`config.mk`:
```
export PLATFORM = sky130hd
export DESIGN_NAME = vdp_host_seq
export DESIGN_NICKNAME = d
export VERILOG_FILES = /design/src/rtl/vdp_seq_pkg.sv /design/src/rtl/vdp_reset_pulse.sv /design/src/rtl/vdp_req_encode.sv /design/src/rtl/vdp_reg_snoop.sv /design/src/rtl/vdp_host_seq.sv
export SDC_FILE = /design/constraint.sdc
export NUM_CORES = 1
export LEC_CHECK = 0
export BUFFER_PORTS_ARGS = -buffer_cell sky130_fd_sc_hd__buf_2
export CORE_ASPECT_RATIO = 0.9
export CORE_MARGIN = 2
export CORE_UTILIZATION = 48
export CTS_CLUSTER_DIAMETER = 60
export DETAILED_ROUTE_END_ITERATION = 7
export GPL_TIMING_DRIVEN = 0
export HOLD_SLACK_MARGIN = 0.15
export PLACE_DENSITY = 0.65
export SYNTH_ARGS = -nofsm -noshare
export SYNTH_HDL_FRONTEND = slang
export SYNTH_SLANG_ARGS = --single-unit
```
`constraint.sdc`:
```
create_clock -name clk -period 2.68 [get_ports clk]
set_input_delay 0.268 -clock clk [delete_from_list [all_inputs] [get_ports clk]]
set_output_delay 0.268 -clock clk [all_outputs]
set_load 0.02 [all_outputs]
```
`src/rtl/vdp_seq_pkg.sv`:
```
package vdp_seq_pkg;

    localparam int VADDR_W  = 14;
    localparam int REG_W    = 6;
    localparam int SEQ_N    = 4;
    localparam int IE_REG   = 1;
    localparam int IE_BIT   = 5;
    localparam int WAIT_REG = 25;
    localparam int WAIT_BIT = 2;

    typedef enum logic [1:0] {
        OP_VRAM_WR = 2'd0,
        OP_VRAM_RD = 2'd1,
        OP_REG_WR  = 2'd2,
        OP_STATUS  = 2'd3
    } host_op_e;

    typedef enum logic [1:0] {
        ST_IDLE   = 2'd0,
        ST_STROBE = 2'd1,
        ST_GAP    = 2'd2
    } seq_state_e;

    typedef logic [SEQ_N-1:0][7:0] seq_bytes_t;

    // nanoseconds to clock cycles, rounded up, never below one
    function automatic int ns_to_cycles(input int ns, input int mhz);
        int c;
        c = (ns * mhz + 999) / 1000;
        return (c < 1) ? 1 : c;
    endfunction

endpackage

```
`src/rtl/vdp_reset_pulse.sv`:
```
module vdp_reset_pulse #(
    parameter int PULSE_C = 1000
) (
    input  logic clk,
    input  logic rst_n,
    output logic dev_reset_n
);
    localparam int CW = $clog2(PULSE_C + 1);

    typedef struct packed {
        logic [CW-1:0] cnt;
        logic          done;
    } rp_t;

    rp_t rp_d, rp_q;

    always_comb begin
        rp_d = rp_q;
        if (!rp_q.done) begin
            if (rp_q.cnt == CW'(PULSE_C - 1)) begin
                rp_d.done = 1'b1;
            end else begin
                rp_d.cnt = rp_q.cnt + 1'b1;
            end
        end
    end

    always_ff @(posedge clk) begin
        if (!rst_n) begin
            rp_q <= '0;
        end else begin
            rp_q <= rp_d;
        end
    end

    assign dev_reset_n = rp_q.done;

endmodule

```
`src/rtl/vdp_req_encode.sv`:
```
module vdp_req_encode
    import vdp_seq_pkg::*;
(
    input  host_op_e             op,
    input  logic [VADDR_W-1:0]   addr,
    input  logic [7:0]           data,
    output seq_bytes_t           bytes,
    output logic [SEQ_N-1:0]     to_ctl,
    output logic [SEQ_N-1:0]     is_rd,
    output logic [1:0]           last
);
    always_comb begin
        bytes  = '0;
        to_ctl = '0;
        is_rd  = '0;
        last   = 2'd0;
        unique case (op)
            OP_VRAM_WR: begin
                bytes[0] = addr[7:0];
                bytes[1] = {2'b01, addr[13:8]};
                bytes[2] = data;
                to_ctl   = 4'b0011;
                last     = 2'd2;
            end
            OP_VRAM_RD: begin
                bytes[0] = addr[7:0];
                bytes[1] = {2'b00, addr[13:8]};
                to_ctl   = 4'b0011;
                is_rd    = 4'b0100;
                last     = 2'd2;
            end
            OP_REG_WR: begin
                bytes[0] = data;
                bytes[1] = {2'b10, addr[REG_W-1:0]};
                to_ctl   = 4'b0011;
                last     = 2'd1;
            end
            default: begin
                to_ctl   = 4'b0001;
                is_rd    = 4'b0001;
                last     = 2'd0;
            end
        endcase
    end

endmodule

```
`src/rtl/vdp_reg_snoop.sv`:
```
module vdp_reg_snoop
    import vdp_seq_pkg::*;
(
    input  logic             guard_en,
    input  logic             user,
    input  host_op_e         op,
    input  logic [REG_W-1:0] reg_sel,
    input  logic [7:0]       data,
    output logic             set_wait,
    output logic             need_fix,
    output logic [7:0]       fix_val
);
    logic is_reg;

    always_comb begin
        is_reg   = (op == OP_REG_WR);
        set_wait = is_reg && (reg_sel == REG_W'(WAIT_REG));
        need_fix = guard_en && user && is_reg
                   && (reg_sel == REG_W'(IE_REG)) && !data[IE_BIT];
        fix_val  = data | (8'h01 << IE_BIT);
    end

endmodule

```
`src/rtl/vdp_host_seq.sv`:
```
module vdp_host_seq
    import vdp_seq_pkg::*;
#(
    parameter int CLK_MHZ      = 100,
    parameter int STROBE_NS    = 200,
    parameter int SHORT_GAP_NS = 2000,
    parameter int LONG_GAP_NS  = 8000,
    parameter int RESET_NS     = 10000
) (
    input  logic         clk,
    input  logic         rst_n,
    input  logic         guard_en,
    input  logic         req_valid,
    output logic         req_ready,
    input  logic [1:0]   req_op,
    input  logic         req_user,
    input  logic [13:0]  req_addr,
    input  logic [7:0]   req_data,
    output logic         rd_valid,
    output logic [7:0]   rd_data,
    output logic         vdp_csw_n,
    output logic         vdp_csr_n,
    output logic         vdp_mode,
    output logic [7:0]   vdp_dout,
    input  logic [7:0]   vdp_din,
    input  logic         vdp_wait_n,
    output logic         vdp_reset_n
);
    localparam int STROBE_C = ns_to_cycles(STROBE_NS, CLK_MHZ);
    localparam int SHORT_C  = ns_to_cycles(SHORT_GAP_NS, CLK_MHZ);
    localparam int LONG_C   = ns_to_cycles(LONG_GAP_NS, CLK_MHZ);
    localparam int RESET_C  = ns_to_cycles(RESET_NS, CLK_MHZ);
    localparam int MAX_C    = (STROBE_C > SHORT_C)
                              ? ((STROBE_C > LONG_C) ? STROBE_C : LONG_C)
                              : ((SHORT_C > LONG_C) ? SHORT_C : LONG_C);
    localparam int CNT_W    = $clog2(MAX_C + 1);

    typedef struct packed {
        seq_state_e       st;
        logic [1:0]       idx;
        logic [1:0]       last;
        seq_bytes_t       bytes;
        logic [SEQ_N-1:0] to_ctl;
        logic [SEQ_N-1:0] is_rd;
        logic [CNT_W-1:0] cnt;
        logic             set_wait;
        logic             wait_en;
        logic             fix_pend;
        logic [7:0]       fix_val;
        logic             rd_valid;
        logic [7:0]       rd_data;
    } seq_t;

    seq_t q, d;

    host_op_e         op;
    seq_bytes_t       enc_bytes;
    logic [SEQ_N-1:0] enc_ctl;
    logic [SEQ_N-1:0] enc_rd;
    logic [1:0]       enc_last;
    logic             snp_set_wait;
    logic             snp_need_fix;
    logic [7:0]       snp_fix_val;
    logic             rst_done;
    logic             accept;
    logic             hold;
    logic             strobe_on;
    logic             wait_en_w;

    assign op = host_op_e'(req_op);

    vdp_reset_pulse #(.PULSE_C(RESET_C)) u_rst (
        .clk         (clk),
        .rst_n       (rst_n),
        .dev_reset_n (rst_done)
    );

    vdp_req_encode u_enc (
        .op     (op),
        .addr   (req_addr),
        .data   (req_data),
        .bytes  (enc_bytes),
        .to_ctl (enc_ctl),
        .is_rd  (enc_rd),
        .last   (enc_last)
    );

    vdp_reg_snoop u_snp (
        .guard_en (guard_en),
        .user     (req_user),
        .op       (op),
        .reg_sel  (req_addr[REG_W-1:0]),
        .data     (req_data),
        .set_wait (snp_set_wait),
        .need_fix (snp_need_fix),
        .fix_val  (snp_fix_val)
    );

    always_comb begin
        d          = q;
        d.rd_valid = 1'b0;
        accept     = req_valid && req_ready;
        hold       = q.wait_en && !vdp_wait_n;
        unique case (q.st)
            ST_IDLE: begin
                if (accept) begin
                    d.st       = ST_STROBE;
                    d.idx      = 2'd0;
                    d.last     = enc_last;
                    d.bytes    = enc_bytes;
                    d.to_ctl   = enc_ctl;
                    d.is_rd    = enc_rd;
                    d.cnt      = CNT_W'(STROBE_C - 1);
                    d.set_wait = snp_set_wait;
                    d.fix_pend = snp_need_fix;
                    d.fix_val  = snp_fix_val;
                end
            end
            ST_STROBE: begin
                if (!hold) begin
                    if (q.cnt == '0) begin
                        d.st  = ST_GAP;
                        d.cnt = q.to_ctl[q.idx] ? CNT_W'(SHORT_C - 1)
                                                : CNT_W'(LONG_C - 1);
                        if (q.is_rd[q.idx]) begin
                            d.rd_valid = 1'b1;
                            d.rd_data  = vdp_din;
                        end
                        if (q.set_wait && (q.idx == 2'd1)) begin
                            d.wait_en = q.bytes[0][WAIT_BIT];
                        end
                    end else begin
                        d.cnt = q.cnt - 1'b1;
                    end
                end
            end
            ST_GAP: begin
                if (q.cnt == '0) begin
                    if (q.idx != q.last) begin
                        d.idx = q.idx + 1'b1;
                        d.st  = ST_STROBE;
                        d.cnt = CNT_W'(STROBE_C - 1);
                    end else if (q.fix_pend) begin
                        d.st       = ST_STROBE;
                        d.idx      = 2'd0;
                        d.last     = 2'd1;
                        d.bytes    = '0;
                        d.bytes[0] = q.fix_val;
                        d.bytes[1] = {2'b10, REG_W'(IE_REG)};
                        d.to_ctl   = 4'b0011;
                        d.is_rd    = '0;
                        d.cnt      = CNT_W'(STROBE_C - 1);
                        d.set_wait = 1'b0;
                        d.fix_pend = 1'b0;
                    end else begin
                        d.st = ST_IDLE;
                    end
                end else begin
                    d.cnt = q.cnt - 1'b1;
                end
            end
            default: d.st = ST_IDLE;
        endcase
    end

    always_ff @(posedge clk) begin
        if (!rst_n) begin
            q    <= '0;
            q.st <= ST_IDLE;
        end else begin
            q <= d;
        end
    end

    assign strobe_on   = (q.st == ST_STROBE);
    assign req_ready   = (q.st == ST_IDLE) && rst_done;
    assign vdp_csw_n   = !(strobe_on && !q.is_rd[q.idx]);
    assign vdp_csr_n   = !(strobe_on && q.is_rd[q.idx]);
    assign vdp_mode    = q.to_ctl[q.idx];
    assign vdp_dout    = q.bytes[q.idx];
    assign rd_valid    = q.rd_valid;
    assign rd_data     = q.rd_data;
    assign vdp_reset_n = rst_done;
    assign wait_en_w   = q.wait_en;

endmodule

```
After elaboration in Yosys (flattened, before gate mapping)
Cells that the tools add are included.
Cells by class
  add/subtract/negate cells: 3
  magnitude comparators: 1
  equality and inequality tests: 17
  multiplexer cells: 37
  bitwise operators: 6
  reduce and logical (&&, ||, !) cells: 34
Operator list (number)
  44-bit one-hot mux with 2 select lines: 1
  57-bit 2-to-1 mux: 1
  55-bit 2-to-1 mux: 1
  10-bit 2-to-1 mux: 5
  16-bit one-hot mux with 3 select lines: 1
  46-bit 2-to-1 mux: 1
  42-bit 2-to-1 mux: 1
  10-bit one-hot mux with 3 select lines: 1
  4-bit AND reduction: 6
  9-bit 2-to-1 mux: 2
  8-bit binary-select mux with 2-bit select: 1
  8-bit 2-to-1 mux: 2
  1-bit logical AND: 11
  10-bit by 1-bit adder with 10-bit output, second input constant: 1
  10-bit equality test, second input constant: 1
  10-bit zero test: 1
  2-bit != test, second input constant: 5
  10-bit by 1-bit subtractor with 10-bit output, second input constant: 1
  1-bit 2-to-1 mux: 9
  2-bit by 1-bit equality test with 1-bit output, second input constant: 3
  6-bit by 1-bit equality test with 1-bit output, second input constant: 1
  6-bit by 5-bit equality test with 1-bit output, second input constant: 1
  2-bit 2-to-1 mux: 3
  1-bit NOT: 6
  22 further kinds: 32
Word-level totals
  register bits: 87
  input bits: 38
  output and inout bits: 22

Longest topological paths before layout
Gate-level depths: netlist (run 1).
  depth after elaboration: 6
  mapped depth: 9
  gate-level depth less buffers: 7

Cells and area by module
Synthesis (run 1) repeated with hierarchy kept, for this count alone.
Unflattened totals
  cell total of the unflattened synthesis: 448
  area, all modules: 4506.8 µm²
Modules (own cells, without submodules)
  vdp_host_seq: times used 1, cells an instance 335, area each 3493.4 µm², sequential area each 1521.5 µm²
  vdp_reset_pulse: times used 1, cells an instance 52, area each 553.0 µm², sequential area each 220.2 µm²
  vdp_req_encode: times used 1, cells an instance 46, area each 347.8 µm², sequential area each 0.0 µm²
  vdp_reg_snoop: times used 1, cells an instance 15, area each 112.6 µm², sequential area each 0.0 µm²

Worst setup path before layout (run 1)
No wires, ideal clock.
  path type: reg-to-reg
  from: register q[20] (netlist name)
  to: register q[48] (netlist name)
  library setup time: 0.116 ns
  arrival: 1.850 ns
  data required time: 2.564 ns
  path slack: 0.715 ns
  cell stages (with the launch flop): 9
  path buffers: 1
  clock period less this slack: 1.965 ns
  cell sequence: dfxtp_1 -> inv_1 -> ha_1 -> or4b_4 -> nor3_4 -> a41o_1 -> nand2_1 -> buf_6 -> a31o_1
On the way
  cells in the longest elaborated chain, start to end: 3
RTL lines
  start: declaration: line vdp_host_seq.sv:54  | seq_t q, d;
  10-bit zero test: line vdp_host_seq.sv:138  | if (q.cnt == '0) begin
  2-bit != test (no source line)
  5-bit AND reduction (no source line)
No other way between the ends.
A chain may end at the register's enable or synchronous reset.

Worst setup path after layout (run 1)
  from: register q[74] (netlist name)
  to: register q[41] (netlist name)
On the way
  cells in the longest elaborated chain, start to end: 5
  elaborated cells on any way between the ends: 11
RTL lines
  2-bit zero test: line vdp_host_seq.sv:104, vdp_host_seq.sv:176
  1-bit logical AND: line vdp_host_seq.sv:176  | assign req_ready = (q.st == ST_IDLE) && rst_done;
  1-bit logical AND: line vdp_host_seq.sv:102  | accept = req_valid && req_ready;
  2-bit != test (no source line)
  5-bit AND reduction (no source line)
Parallel ways exist; a longest one is shown, timed or not.

==> results.md, run 1 <==
- Status: finished, final reports clean
- Routed length per instance: 17.0 µm
- Clock transition at path regs: 80 ps
- Seq/Total Area, Yosys: 0.380
- Setup Crit Path Kind: register to register
- Total power: between 3 and 4 mW
- Die W: 99.0 µm
- Reg-to-Reg Start: q[74]$_SDFFE_PN0P_
- Final setup fails: 0
- Initial antenna violation count: 0
- RSZ-0062 raised after global routing: no
- Post-synthesis mux area share: 0.0745
- Worst-Margin Slew: 660 ps
- Total track usage: 0.252
- Core Rows: 31
- Multi-input gate area in the final layout: 2160 µm²
- N_diodes: 0
- PortBufs: 59
- Hpwl dp: roughly 7900 µm
- Die ar.: approximately 9000 µm²
- Hold Fails Final Rpt: 0
- Post-Synth Simple-Gate Area: 0.222
- Mapped Cells: between 400 and 500
- #FFs+latches synth: 74
- Largest net degree at the start of global routing: 13
- Area Overhead vs Synth: 17.6%
- Final wirelength: between 10000 and 15000 µm
- # DRC: 0
- Initial Util: 0.490
- Setup TNS: 0 ps
- Worst VDD drop: ~0.00032 V
- Max cap viols: 0
- Largest family of logic cells by synthesized area: simple AND/OR/NAND/NOR gates
- Asr flop ratio synth: 0
- IO Pins: 60
- Element type at the critical path start: register
- XOR/XNOR Fraction of Synth Area: 0.0292
- Core area: 7950 µm²
- Synth Area in Compound Gates: 0.197
- Netlist cell types: between 50 and 60
- Final ANT Viol Nets: 0
- Filler cells: roughly 760
- Pwr/cell area: roughly 720 nW/µm²
- Clock buffer depth: 2
- Number of synthesized flops with an enable pin: 0
- Top fanout value on the critical path: 10
- Inst Count DP: approximately 630
- Rel. slew slack: 0.559
- Layout Cells excl Fill: 646
- Tcrit/Tclk final: 0.905
- Synth area leader: dfxtp_1
- WHS Endpoint: q[16]$_SDFFE_PN0P_
- Critical path endpoint category: register
- Layout cells sized above 1: 0.201
- Die Y: slightly below 90 µm
- Most frequent cells in the layout: 74 x dfxtp_1, 69 x nand2_1, 62 x buf_2
- CP arrival: approximately 2700 ps
- Final worst slack: 256 ps
- Pins over their slew limit: 0
- Clk_lat worst skew: 360 ps
- WP data required: 2930 ps
- Fmax: about 0.41 GHz
- R2R Setup Slk: approximately 260 ps
- Clock skew: around 14 ps
- Register area: between 1000 and 1500 µm²
- Top FF cell, synth: dfxtp_1
- Drt initial violations: 233
- TritonCTS clock tree: built
- Detailed Routing Iterations Pass 1: 5
- Fin crit period: approximately 2400 ps
- Vias in the first global route: 3584
- Congestion Overflow GR: 0
- Most common cell after layout, fill and taps aside: dfxtp_1
- Leakage: ~1.9 nW
- Adder-cell share of the synthesized area: 0.0289
- Mean post-synth cell area: 8.31 µm²
- DR vias/cell: between 5 and 6
- Reg-to-Reg End: q[41]$_SDFFE_PN0P_
- Synth top area share: 0.380
- First-pass GRT wire length: around 18000 µm
- CTS Root Cell: clkbuf_8
- Htree depth: 3
- Main area contributors after synthesis: dfxtp_1 38%, mux2i_1 7.4%, nand2_1 6.6%
- Syn nets: slightly above 500
- Sink Count: between 70 and 80
- Synth Cell Area: slightly below 4000 µm²
- Gpl congestion: between 0.8 and 0.9
- Dpl ws: around 74 ps
- Routed vias: roughly 3800
- Hold crit path type: input pin to register
- Hold path start: req_data[7]
- Total CTS buffers: 9
- Final #Nets: 590
- Yosys warns: 0
- Hold Path Stages: 3
- Worst Reg-to-Reg Cells: 9
-- power breakdown --
group	switching (mW)	internal [mW]
logic	0.693	0.398
registers	0.0643	1.16
clock network	0.435	0.547
total	1.19	2.10
-- what timing repair did --
item	in CTS	in global routing
buffers inserted	0	0
resized for setup	1	4
hold endpoints to repair	4	0
setup endpoints to repair	8	16
hold buffers	4	0
-- registers in the layout (all words and copies together) (netlist names) --
register,count
rd_valid,1
rd_data,8
u_rst.rp_q,10
wait_en_w,1
q,53
u_rst.dev_reset_n,1
-- metrics by stage --
step                 util  instance area (µm²)  hold WS [ps]
global route        0.577                 4580           163
global placement    0.543                 4320           446
finish              0.577                 4580           154
detailed placement  0.543                 4320           450
CTS                 0.576                 4580           158
floorplan               -                 3900           404
-- worst max-delay path by stage --
| stage | startpoint | to | cells after the start |
|---|---|---|---|
| 3_3_place_gp | q[74]$_SDFFE_PN0P_ | q[61]$_SDFFE_PN0P_ | 9 |
| 3_5_place_dp | q[74]$_SDFFE_PN0P_ | q[61]$_SDFFE_PN0P_ | 9 |
| 4_1_cts | q[74]$_SDFFE_PN0P_ | q[61]$_SDFFE_PN0P_ | 9 |
| 2_1_floorplan | q[20]$_SDFFE_PN0P_ | q[48]$_SDFFE_PN0P_ | 8 |
| 5_1_grt | q[74]$_SDFFE_PN0P_ | q[41]$_SDFFE_PN0P_ | 9 |
| 6_report | q[74]$_SDFFE_PN0P_ | q[41]$_SDFFE_PN0P_ | 9 |
-- cell usage after synthesis, types with 3 or more instances --
master and number:
and2_1 3, o221a_2 4, nor3_1 10, ha_1 9, and3_1 6, nand3_1 11, mux2i_1 29, nand2_1 69
o211ai_1 7, buf_2 3, nor4_1 7, nor2b_1 7, o22ai_1 3, clkbuf_1 19, inv_1 21, buf_1 4
a31o_1 4, xor2_1 11, o221ai_1 7, o21a_1 4, nand4_1 12, a31o_2 4, a21oi_1 21, or2_2 3
nor2_1 31, dfxtp_1 74, o21ai_0 32, a31oi_1 7, buf_4 10
-- critical path: stages (launching register included) --
cell	delay, ps
dfxtp_1	420
inv_1	90
ha_1	200
clkbuf_1	230
inv_1	160
buf_2	260
clkbuf_1	480
o221ai_1	260
o211ai_1	140
mux2i_1	90
-- layer usage --
| layer | global-route usage | routed length, µm | vias up |
|---|---|---|---|
| met4 | 0.0635 | 115 | 0 |
| met2 | 0.421 | 5110 | 128 |
| met5 | 0 | 0 | - |
| li1 | - | - | 1826 |
| met3 | 0.0469 | 774 | 15 |
| met1 | 0.341 | 4970 | 1784 |
-- logic make-up (layout without fill, tap and decap cells) --
family	after synthesis	count (layout)
flops	74	74
simple gates	174	174
compound gates	112	112
xor+xnor	13	13
mux	29	29
fa+ha+maj	9	9
buf+inv	58	136
-- cell type report --
type / count / area share
Sequential cell: 74 / 0.323
Clock inverter: 4 / 0.0166
Buffer: 37 / 0.0415
Timing Repair Buffer: 63 / 0.0731
Clock buffer: 11 / 0.0308
Tap cell: 99 / 0.0270
Inverter: 21 / 0.0172
Multi-Input combinational cell: 337 / 0.471
Note: power is estimated with default switching activity, not from simulation.
==> inputs of run 2 (changes only) <==
- ABC_AREA: unset -> 1
==> run 2 against run 1 <==
  * Clock power decreased by 9.3%
  * Register-to-register slack gained 330 ps
  * Largest power group is now combinational logic
  * Highest routed layer unchanged
  * Power increased by 41%
  * Critical path type unchanged
  * Combinational power rose by 120%
  * Critical endpoint is now rd_data[1]$_SDFFE_PN0P_
==> results.md, run 2 <==
- Inst Count DP: 827 (was 627)
- Final core occ: 0.581 (was 0.577)
- CTS resizes: 0 (was 1)
- Pwr/cell area: 935 nW/µm² (was 718 nW/µm²)
- Area Overhead vs Synth: 17.1% (was 17.6%)
- XOR/XNOR Fraction of Synth Area: 0.0124 (was 0.0292)
- Largest register FFs: 53 (unchanged)
- Pins over their slew limit: 0 (unchanged)
- Initial Util: 0.496 (was 0.490)
- Hpwl dp: 8860 µm (was 7880 µm)
- Total CTS buffers: 9 (unchanged)
- Mean post-synth cell area: 6.55 µm² (was 8.31 µm²)
- Die Y: 93.3 µm (was 89.5 µm)
- GR Util met1: 0.367 (was 0.341)
- Clk_lat worst skew: 350 ps (was 360 ps)
- Gpl congestion: 0.904 (was 0.882)
- Setup Crit Path Kind: register to register (unchanged)
- Clock transition at path regs: 80 ps (about the same)
- Netlist cell types: 39 (was 58)
- WHS Endpoint: q[9]$_SDFFE_PN0P_ (was q[16]$_SDFFE_PN0P_)
- N_diodes: 0 (unchanged)
- Clock skew: 8.77 ps (was 14.3 ps)
- Reg-to-Reg End: rd_data[1]$_SDFFE_PN0P_ (was q[41]$_SDFFE_PN0P_)
- Final wirelength: 11800 µm (was 11000 µm)
- Final setup fails: 0 (unchanged)
- M2 GR Usage: 0.415 (was 0.421)
- Adder-cell share of the synthesized area: 0.0265 (was 0.0289)
- Hold-fix buffers at CTS: 8 (was 4)
- Congestion Overflow GR: 0 (unchanged)
- Seq/Total Area, Yosys: 0.349 (was 0.380)
- Total track usage: 0.262 (was 0.252)
- Yosys warns: 0 (unchanged)
- Vias in the first global route: 4048 (was 3584)
- Leakage: 2.29 nW (was 1.93 nW)
- Die ar.: 9620 µm² (was 8860 µm²)
- R2R Setup Slk: 580 ps (was 260 ps)
- IO Pins: 60 (unchanged)
- Met3 GRT Util: 0.0478 (was 0.0469)
- Total power: 4.65 mW (was 3.29 mW)
- Most common cell after layout, fill and taps aside: nand2_1 (was dfxtp_1)
- Rel. slew slack: 0.510 (was 0.559)
- Synth top area share: 0.349 (was 0.380)
- Top fanout value on the critical path: 9 (was 10)
- TritonCTS clock tree: built (unchanged)
- WP data required: 2920 ps (was 2930 ps)
- Drt initial violations: 250 (was 233)
- Final ANT Viol Nets: 0 (unchanged)
- Hold Path Stages: 3 (unchanged)
- Most frequent cells in the layout: 128 x nand2_1, 92 x nor2_1, 77 x inv_1 (was 74 x dfxtp_1, 69 x nand2_1, 62 x buf_2)
- Layout Cells excl Fill: 851 (was 646)
- Final worst slack: 581 ps (was 256 ps)
- Synth Cell Area: 4250 µm² (was 3900 µm²)
- Status: finished, final reports clean (unchanged)
- Number of synthesized flops with an enable pin: 0 (unchanged)
- Core Rows: 32 (was 31)
- Dpl ws: 610 ps (was 74.1 ps)
- Post-Synth Simple-Gate Area: 0.355 (was 0.222)
- Worst-Margin Slew: 735 ps (was 660 ps)
- Htree depth: 3 (unchanged)
- #FFs+latches synth: 74 (unchanged)
- Routed vias: 4363 (was 3753)
- Post-synthesis mux area share: 0 (was 0.0745)
- Setup TNS: 0 ps (unchanged)
- Final #Nets: 774 (was 590)
- Largest net degree at the start of global routing: 13 (unchanged)
- Hold path start: req_data[0] (was req_data[7])
- # DRC: 0 (unchanged)
- Asr flop ratio synth: 0 (unchanged)
- Initial antenna violation count: 0 (unchanged)
- Hold Fails Final Rpt: 0 (unchanged)
- Largest family of logic cells by synthesized area: simple AND/OR/NAND/NOR gates (unchanged)
- CP arrival: 2330 ps (was 2680 ps)
- Tcrit/Tclk final: 0.783 (was 0.905)
- Mapped Cells: 649 (was 469)
- Filler cells: 878 (was 764)
- Fmax: 0.476 GHz (was 0.412 GHz)
- Layout cells sized above 1: 0.157 (was 0.201)
- Main area contributors after synthesis: dfxtp_1 35%, nand2_1 11%, nor2_1 8.1% (was dfxtp_1 38%, mux2i_1 7.4%, nand2_1 6.6%)
- Critical path endpoint category: register (unchanged)
- Core area: 8570 µm² (was 7950 µm²)
- Top-count cell post-synth: nand2_1 (was dfxtp_1)
- Top FF cell, synth: dfxtp_1 (unchanged)
- Detailed Routing Iterations Pass 1: 5 (unchanged)
- First-pass GRT wire length: 19500 µm (was 17600 µm)
- Buffer count from post-CTS setup fixing: 0 (unchanged)
- Clock buffer depth: 2 (unchanged)
- Element type at the critical path start: register (unchanged)
- Sink Count: 74 (unchanged)
- PortBufs: 59 (unchanged)
- Worst VDD drop: 0.000315 V (was 0.000323 V)
- Busiest grt layer: met2 (unchanged)
- Top reg by flops: q (unchanged)
- Syn nets: 696 (was 516)
- Routed length per instance: 13.9 µm (was 17.0 µm)
- Hold crit path type: input pin to register (unchanged)
- Synth Area in Compound Gates: 0.140 (was 0.197)
- Reg-to-Reg Start: q[20]$_SDFFE_PN0P_ (was q[74]$_SDFFE_PN0P_)
- Fin crit period: 2100 ps (was 2420 ps)
- Max cap viols: 0 (unchanged)
- Synth top cells by count: 128 x nand2_1, 92 x nor2_1, 77 x inv_1 (was 74 x dfxtp_1, 69 x nand2_1, 32 x o21ai_0)
- CTS Root Cell: clkbuf_8 (unchanged)
- Worst Reg-to-Reg Cells: 11 (was 9)
- Die W: 103 µm (was 99.0 µm)
- RSZ-0062 raised after global routing: no (unchanged)
- DR vias/cell: 5.13 (was 5.81)
- Synth area leader: dfxtp_1 (unchanged)
run 2: kinds of logic (layout without fill, tap and decap cells):
group                    after synthesis  count (layout)
AND/OR/NAND/NOR                      332             332
buffers and inverters                118             201
AO/OA/AOI/OAI                        110             110
flip-flops                            74              74
adder cells (fa/ha/maj)                9               9
XOR/XNOR                               6               6
run 2: critical path, stage by stage (launching register included):
cell and delay (ps):
dfxtp_1 330, inv_1 180, ha_1 210, inv_1 50
nor2_1 120, nand3_1 180, nor2_4 230, inv_1 180
nor2_4 220, inv_2 120, nor2_1 110, nor2_1 60
run 2: final cells by class:
class	count	area (µm²)	share of cell area
multi-input combinational	457	2270	0.456
sequential	74	1480	0.298
timing repair buffer	67	375	0.0754
inverter	83	312	0.0626
buffer	35	186	0.0374
clock buffer	11	151	0.0304
tap	119	149	0.0299
clock inverter	5	52.6	0.0106
run 2: per-stage QoR:
stage                     hold slack (ps)  area [µm²]
final                                 209        4980
after global routing                  204        4980
after CTS                             190        4980
after detailed placement              440        4690
after global placement                436        4690
after floorplan                       403        4250
run 2: worst max-delay path by stage:
stage,endpoint,slack (ps),startpoint,depth (start not counted)
floorplan,q[17]$_SDFFE_PN0P_,1030,q[74]$_SDFFE_PN0P_,7
global placement,rd_data[6]$_SDFFE_PN0P_,680,q[20]$_SDFFE_PN0P_,11
detailed placement,rd_data[6]$_SDFFE_PN0P_,610,q[20]$_SDFFE_PN0P_,11
CTS,rd_data[6]$_SDFFE_PN0P_,570,q[20]$_SDFFE_PN0P_,11
global route,q[74]$_SDFFE_PN0P_,310,q[20]$_SDFFE_PN0P_,10
finish,rd_data[1]$_SDFFE_PN0P_,580,q[20]$_SDFFE_PN0P_,11
run 2: routing by layer:
layer,vias up,share of wire
met5,-,0
met4,0,0.013
met3,15,0.063
met2,137,0.44
met1,1950,0.48
li1,2261,-
run 2: power breakdown:
group	total (mW)	switching [mW]	internal (mW)
Clock	0.891	0.415	0.476
Sequential	1.38	0.114	1.26
Combinational	2.38	1.63	0.759
